[config.mk]
export PLATFORM = sky130hd
export DESIGN_NAME = rr_scoreboard
export DESIGN_NICKNAME = d
export VERILOG_FILES = /design/src/rtl/sb_pkg.sv /design/src/rtl/sb_ptr_ctrl.sv /design/src/rtl/sb_slot_array.sv /design/src/rtl/sb_search.sv /design/src/rtl/rr_scoreboard.sv
export SDC_FILE = /design/constraint.sdc
export NUM_CORES = 1
export LEC_CHECK = 0
export ABC_AREA = 1
export BUFFER_PORTS_ARGS = -buffer_cell sky130_fd_sc_hd__buf_4
export CELL_PAD_IN_SITES_DETAIL_PLACEMENT = 0
export CELL_PAD_IN_SITES_GLOBAL_PLACEMENT = 1
export CORE_AREA = 3 3 101 103
export DETAILED_ROUTE_END_ITERATION = 16
export DIE_AREA = 0 0 104 106
export PLACE_DENSITY_LB_ADDON = 0.25
export SYNTH_ARGS = -nofsm -noshare
export SYNTH_HDL_FRONTEND = slang
export SYNTH_SLANG_ARGS = --single-unit
[constraint.sdc]
create_clock -name clk -period 2.8 [get_ports clk]
set_clock_uncertainty 0.05 [all_clocks]
set_input_delay 0 -clock clk [delete_from_list [all_inputs] [get_ports clk]]
set_output_delay 0 -clock clk [all_outputs]
set_load 0.03 [all_outputs]
[src/rtl/sb_pkg.sv]
package sb_pkg;

    localparam int REG_IDX_W = 5;

    typedef logic [REG_IDX_W-1:0] reg_idx_t;

    typedef struct packed {
        logic     has_dst;
        reg_idx_t dst;
    } sb_entry_t;

    // a held record hazards a source only if it writes a real register
    function automatic logic entry_hits(sb_entry_t e, reg_idx_t a, reg_idx_t b);
        logic live;
        live = e.has_dst && (e.dst != '0);
        return live && ((e.dst == a) || (e.dst == b));
    endfunction

endpackage

[src/rtl/sb_ptr_ctrl.sv]
module sb_ptr_ctrl #(
    parameter int DEPTH = 8,
    localparam int PW = $clog2(DEPTH),
    localparam int CW = $clog2(DEPTH + 1)
) (
    input  logic          clk,
    input  logic          rst,
    input  logic          ins_req,
    input  logic          rm_req,
    output logic [PW-1:0] head,
    output logic [PW-1:0] tail,
    output logic          ins_fire,
    output logic          rm_fire,
    output logic          empty,
    output logic          ins_ready
);

    logic [CW-1:0] count;
    logic          full;

    function automatic logic [PW-1:0] bump(logic [PW-1:0] p);
        return (p == PW'(DEPTH - 1)) ? '0 : p + 1'b1;
    endfunction

    assign empty     = (count == '0);
    assign full      = (count == CW'(DEPTH));
    assign rm_fire   = rm_req && !empty;
    assign ins_ready = !full || rm_fire;
    assign ins_fire  = ins_req && ins_ready;

    always_ff @(posedge clk) begin
        if (rst) begin
            head  <= '0;
            tail  <= '0;
            count <= '0;
        end else begin
            if (rm_fire)  head <= bump(head);
            if (ins_fire) tail <= bump(tail);
            case ({ins_fire, rm_fire})
                2'b10:   count <= count + 1'b1;
                2'b01:   count <= count - 1'b1;
                default: count <= count;
            endcase
        end
    end

    // an accepted insert with no retirement grows occupancy by one
    p_count_step_r7: assert property (@(posedge clk) disable iff (rst)
        (ins_fire && !rm_fire) |=> (count == $past(count) + CW'(1)));

    // a refused insert leaves occupancy unchanged at the limit
    p_no_overflow_r7: assert property (@(posedge clk) disable iff (rst)
        (ins_req && !ins_ready) |=> (count == CW'(DEPTH)));

    // a retirement request on an empty queue leaves it empty
    p_empty_remove_r8: assert property (@(posedge clk) disable iff (rst)
        (rm_req && empty && !ins_req) |=> empty);

endmodule

[src/rtl/sb_slot_array.sv]
module sb_slot_array
    import sb_pkg::*;
#(
    parameter int DEPTH = 8,
    localparam int PW = $clog2(DEPTH)
) (
    input  logic                        clk,
    input  logic                        rst,
    input  logic                        wr_en,
    input  logic [PW-1:0]               wr_ptr,
    input  sb_entry_t                   wr_entry,
    input  logic                        clr_en,
    input  logic [PW-1:0]               clr_ptr,
    output sb_entry_t [DEPTH-1:0]       entries,
    output logic [DEPTH-1:0]            occ
);

    for (genvar g = 0; g < DEPTH; g++) begin : g_slot
        always_ff @(posedge clk) begin
            if (rst) begin
                occ[g]     <= 1'b0;
                entries[g] <= '0;
            end else if (wr_en && (wr_ptr == PW'(g))) begin
                occ[g]     <= 1'b1;
                entries[g] <= wr_entry;
            end else if (clr_en && (clr_ptr == PW'(g))) begin
                occ[g]     <= 1'b0;
            end
        end
    end

    // the retired slot is released unless refilled in the same cycle
    p_head_released_r4: assert property (@(posedge clk) disable iff (rst)
        (clr_en && !(wr_en && (wr_ptr == clr_ptr))) |=> !occ[$past(clr_ptr)]);

    // a written slot is held on the next cycle
    p_slot_taken_r2: assert property (@(posedge clk) disable iff (rst)
        wr_en |=> occ[$past(wr_ptr)]);

endmodule

[src/rtl/sb_search.sv]
module sb_search
    import sb_pkg::*;
#(
    parameter int DEPTH = 8,
    localparam int PW = $clog2(DEPTH)
) (
    input  logic                  clk,
    input  logic                  rst,
    input  sb_entry_t [DEPTH-1:0] entries,
    input  logic [DEPTH-1:0]      occ,
    input  logic                  drop_en,
    input  logic [PW-1:0]         drop_ptr,
    input  reg_idx_t              src_a,
    input  reg_idx_t              src_b,
    output logic                  stall
);

    logic [DEPTH-1:0] hit;

    for (genvar g = 0; g < DEPTH; g++) begin : g_cmp
        logic dropped;
        assign dropped = drop_en && (drop_ptr == PW'(g));
        assign hit[g]  = occ[g] && !dropped && entry_hits(entries[g], src_a, src_b);
    end

    assign stall = |hit;

    // register zero on both sources never stalls
    p_zero_src_r6: assert property (@(posedge clk) disable iff (rst)
        ((src_a == '0) && (src_b == '0)) |-> !stall);

    // with the only held record being retired, nothing stalls
    p_drop_first_r3: assert property (@(posedge clk) disable iff (rst)
        (drop_en && ($countones(occ) == 1)) |-> !stall);

endmodule

[src/rtl/rr_scoreboard.sv]
module rr_scoreboard
    import sb_pkg::*;
#(
    parameter int DEPTH = 8,
    localparam int PW = $clog2(DEPTH)
) (
    input  logic                 clk,
    input  logic                 rst,
    input  logic                 ins_req,
    input  logic                 ins_has_dst,
    input  logic [REG_IDX_W-1:0] ins_dst,
    output logic                 ins_ready,
    input  logic                 rm_req,
    input  logic [REG_IDX_W-1:0] src_a,
    input  logic [REG_IDX_W-1:0] src_b,
    output logic                 stall
);

    logic [PW-1:0]         head;
    logic [PW-1:0]         tail;
    logic                  ins_fire;
    logic                  rm_fire;
    logic                  empty;
    sb_entry_t             new_entry;
    sb_entry_t [DEPTH-1:0] entries;
    logic [DEPTH-1:0]      occ;

    assign new_entry = '{has_dst: ins_has_dst, dst: ins_dst};

    sb_ptr_ctrl #(.DEPTH(DEPTH)) u_ptr (
        .clk       (clk),
        .rst       (rst),
        .ins_req   (ins_req),
        .rm_req    (rm_req),
        .head      (head),
        .tail      (tail),
        .ins_fire  (ins_fire),
        .rm_fire   (rm_fire),
        .empty     (empty),
        .ins_ready (ins_ready)
    );

    sb_slot_array #(.DEPTH(DEPTH)) u_slots (
        .clk      (clk),
        .rst      (rst),
        .wr_en    (ins_fire),
        .wr_ptr   (tail),
        .wr_entry (new_entry),
        .clr_en   (rm_fire),
        .clr_ptr  (head),
        .entries  (entries),
        .occ      (occ)
    );

    sb_search #(.DEPTH(DEPTH)) u_search (
        .clk      (clk),
        .rst      (rst),
        .entries  (entries),
        .occ      (occ),
        .drop_en  (rm_fire),
        .drop_ptr (head),
        .src_a    (src_a),
        .src_b    (src_b),
        .stall    (stall)
    );

    // an empty queue never stalls operand fetch
    p_empty_quiet_r1: assert property (@(posedge clk) disable iff (rst)
        empty |-> !stall);

    // occupancy bookkeeping agrees with the slot flags
    p_occ_agree_r1: assert property (@(posedge clk) disable iff (rst)
        empty == (occ == '0));

    // an empty queue always accepts
    p_ready_when_empty_r7: assert property (@(posedge clk) disable iff (rst)
        empty |-> ins_ready);

endmodule

==> flow_summary_export.csv <==
group,metric,value,unit
worst_setup_path,arrival,2340,ps
floorplan,die-area,0.0110,sq mm
yosys,syn-num-nets,661,
yosys,yosys-top-cells-area,"dfxtp_1 (32%), nand2_1 (17%), a21oi_1 (8.1%)",
sta,rsz0062_at_grt,"false",
sta,fin_crit,2150,ps
sta,fmax,465,MHz
clock_network,clk-insertion-delay-late,340,ps
sta,worstMarginPinSlew,537,ps
placement,gp_congestion,0.824,
sta,setup_viol,0,
clock_network,clk_pin_slew,70,ps
yosys,synth.distinct_cells,28,
placement,port_buffers,21,
clock_network,clock-sinks,66,
power_and_ir_drop,vdd_drop_max,0.000291,V
route,num_vias,3831,
clock_network,cts_resized,0,
yosys,syn_area_per_cell,6.61,sq um
clock_network,clock_path_buffers,2,
hold_path,hold_class,"input port to flop",
yosys,yosysSeqAreaShare,0.319,
worst_setup_path,critPathKind,"flop to flop",
yosys,synth_seq_cells,66,
grt,antenna_found_initial,0,
power_and_ir_drop,power.density,553,mW/mm^2
grt,overflow,0,
finish,diodes,0,
clock_network,cts_setup_buffers,0,
sta,finalCritPeriodShare,0.769,
yosys,yosys.area.top_type,"dfxtp_1",
route,via_per_inst,4.97,
clock_network,cts_root_buffer,"clkbuf_8",
finish,layout-drive-gt1-share,0.0732,
power_and_ir_drop,leakage,2.09,nW
floorplan,num_rows,35,
finish,syn_to_final_growth,9.35,%
sta,timing.final.max_slew_violations,0,
grt,grt_use_total,0.221,
yosys,yosys_warnings,0,
yosys,netlist_instances,626,
worst_setup_path,required,2990,ps
worst_setup_path,critPathLaunchType,"flop",
sta,setup_tns,0,ps
run_status,status,"finished clean",
floorplan,floorplan.initialDensity,0.446,
flow_run,max_cap_viol_count,0,
sta,max_slew_margin,0.642,
route,route.detailed.drc,0,
yosys,synth_top_area_share,0.319,
hold_path,hold_depth,3,
clock_network,htreeDepth,3,
finish,mostFrequentLayoutCell,"nand2_1",
floorplan,core,0.00928,sq mm
sta,final_hold_viol_count,0,
route,ant_nets,0,
route,wl_per_cell,15.5,um
worst_setup_path,cp_max_fo,9,
worst_setup_path,endpoint_kind,"flop",
floorplan,ios,22,
clock_network,cts_buffers,9,
clock_network,cts_tree,"built",
placement,dpl.hpwl,8.52,mm
route,wl,11.9,mm
grt,grt_max_degree,33,
finish,final_cell_mix,"nand2_1 (185), inv_1 (69), a21oi_1 (67)",
power_and_ir_drop,p_total,0.00250,W
yosys,synth_area,0.00414,sq mm
grt,grt_pass1_vias,3655,
floorplan,die_w,104,um
grt,grt_pass1_wl,19.2,mm
floorplan,die_y,106,um
worst_setup_path,worstRegToRegCells,11,
finish,nets,676,
route,dr.pass1.iters,5,
route,first_iter_violations,257,
## layer usage
| layer | vias up | routed length (um) | GRT usage |
|---|---|---|---|
| met5 | - | 0 | 0 |
| met4 | 0 | 420 | 0.104 |
| met3 | 34 | 579 | 0.0370 |
| met2 | 89 | 5230 | 0.350 |
| met1 | 1701 | 5700 | 0.295 |
| li1 | 2007 | - | - |
## synthesized netlist by cell type
master / number
inv_1: 69
inv_4: 1
buf_2: 10
o21ai_0: 46
nand2_4: 3
nand3_1: 31
a211oi_1: 2
dfxtp_1: 66
o21ai_1: 18
o211ai_1: 1
buf_1: 1
buf_4: 2
buf_6: 6
xor2_1: 19
xnor2_1: 17
nand3_2: 1
nand3_4: 4
nand2_2: 1
inv_2: 1
nand2_1: 185
buf_12: 1
nor2_4: 1
nand3b_1: 2
clkbuf_1: 5
nor2_1: 50
ha_1: 15
a21oi_1: 67
nor2_2: 1
## layout make-up
class | count | area, sq um
Inverter | 71 | 269
Clock buffer | 12 | 165
Multi-Input combinational cell | 464 | 2370
Tap cell | 129 | 161
Sequential cell | 66 | 1320
Timing Repair Buffer | 29 | 235
Fill cell | 985 | 4760
## worst max-delay path: stages (launching register included)
cell,delay (ps)
dfxtp_1,360
nor2_4,150
nand2_1,140
nand2_2,170
inv_1,110
ha_1,250
xor2_1,180
ha_1,200
a21oi_1,150
xnor2_1,90
o21ai_0,150
inv_1,50
## sequential cells by signal, indices dropped and copies added, names as in the netlist
signal / flops
u_slots.occ: 8
u_ptr.tail: 3
u_ptr.count: 4
u_ptr.head: 3
u_slots.entries: 48
## through the flow
stage	utilization	hold slack (ps)	std cells	cell area, sq um	setup WS (ps)
3_3_place_gp	0.462	263	752	4290	742
4_1_cts	0.487	18.9	771	4520	657
3_5_place_dp	0.462	266	752	4290	675
2_1_floorplan	-	19.1	626	4140	885
5_1_grt	0.487	39.5	771	4520	412
6_report	0.487	38.3	771	4520	648
## path summary, 6_finish.rpt
kind,from,end,slack (ps)
setup / recovery,u_ptr.count[0]$_SDFFE_PP0P_,u_ptr.count[2]$_SDFFE_PP0P_,650
hold / removal,ins_dst[0],u_slots.entries[0]$_SDFFE_PP0P_,40
setup reg to reg,u_ptr.count[0]$_SDFFE_PP0P_,u_ptr.count[2]$_SDFFE_PP0P_,650
hold reg to reg,u_slots.entries[35]$_SDFFE_PP0P_,u_slots.entries[35]$_SDFFE_PP0P_,400
## logic make-up (layout without fill, tap and decap cells)
group | count (synthesis) | after routing | synth area share
adders and majority gates | 15 | 15 | 0.0454
AOI/OAI and AO/OA | 134 | 134 | 0.164
buffers and inverters | 96 | 112 | 0.107
and+or+nand+nor | 279 | 279 | 0.288
DFF | 66 | 66 | 0.319
xor gates and xnor gates | 36 | 36 | 0.0762
## what timing repair did
item	in CTS	in global routing
hold buffers	7	0
setup endpoints to repair	0	0
endpoints found under the hold margin	36	0
## power by group
group,switching [W],internal [W],leakage (nW)
clock,0.000352,0.000375,0.0863
sequential,0.0000869,0.00102,0.537
combinational,0.000417,0.000244,1.46
total,0.000856,0.00164,2.09
Power figures use the tool's default switching activity.
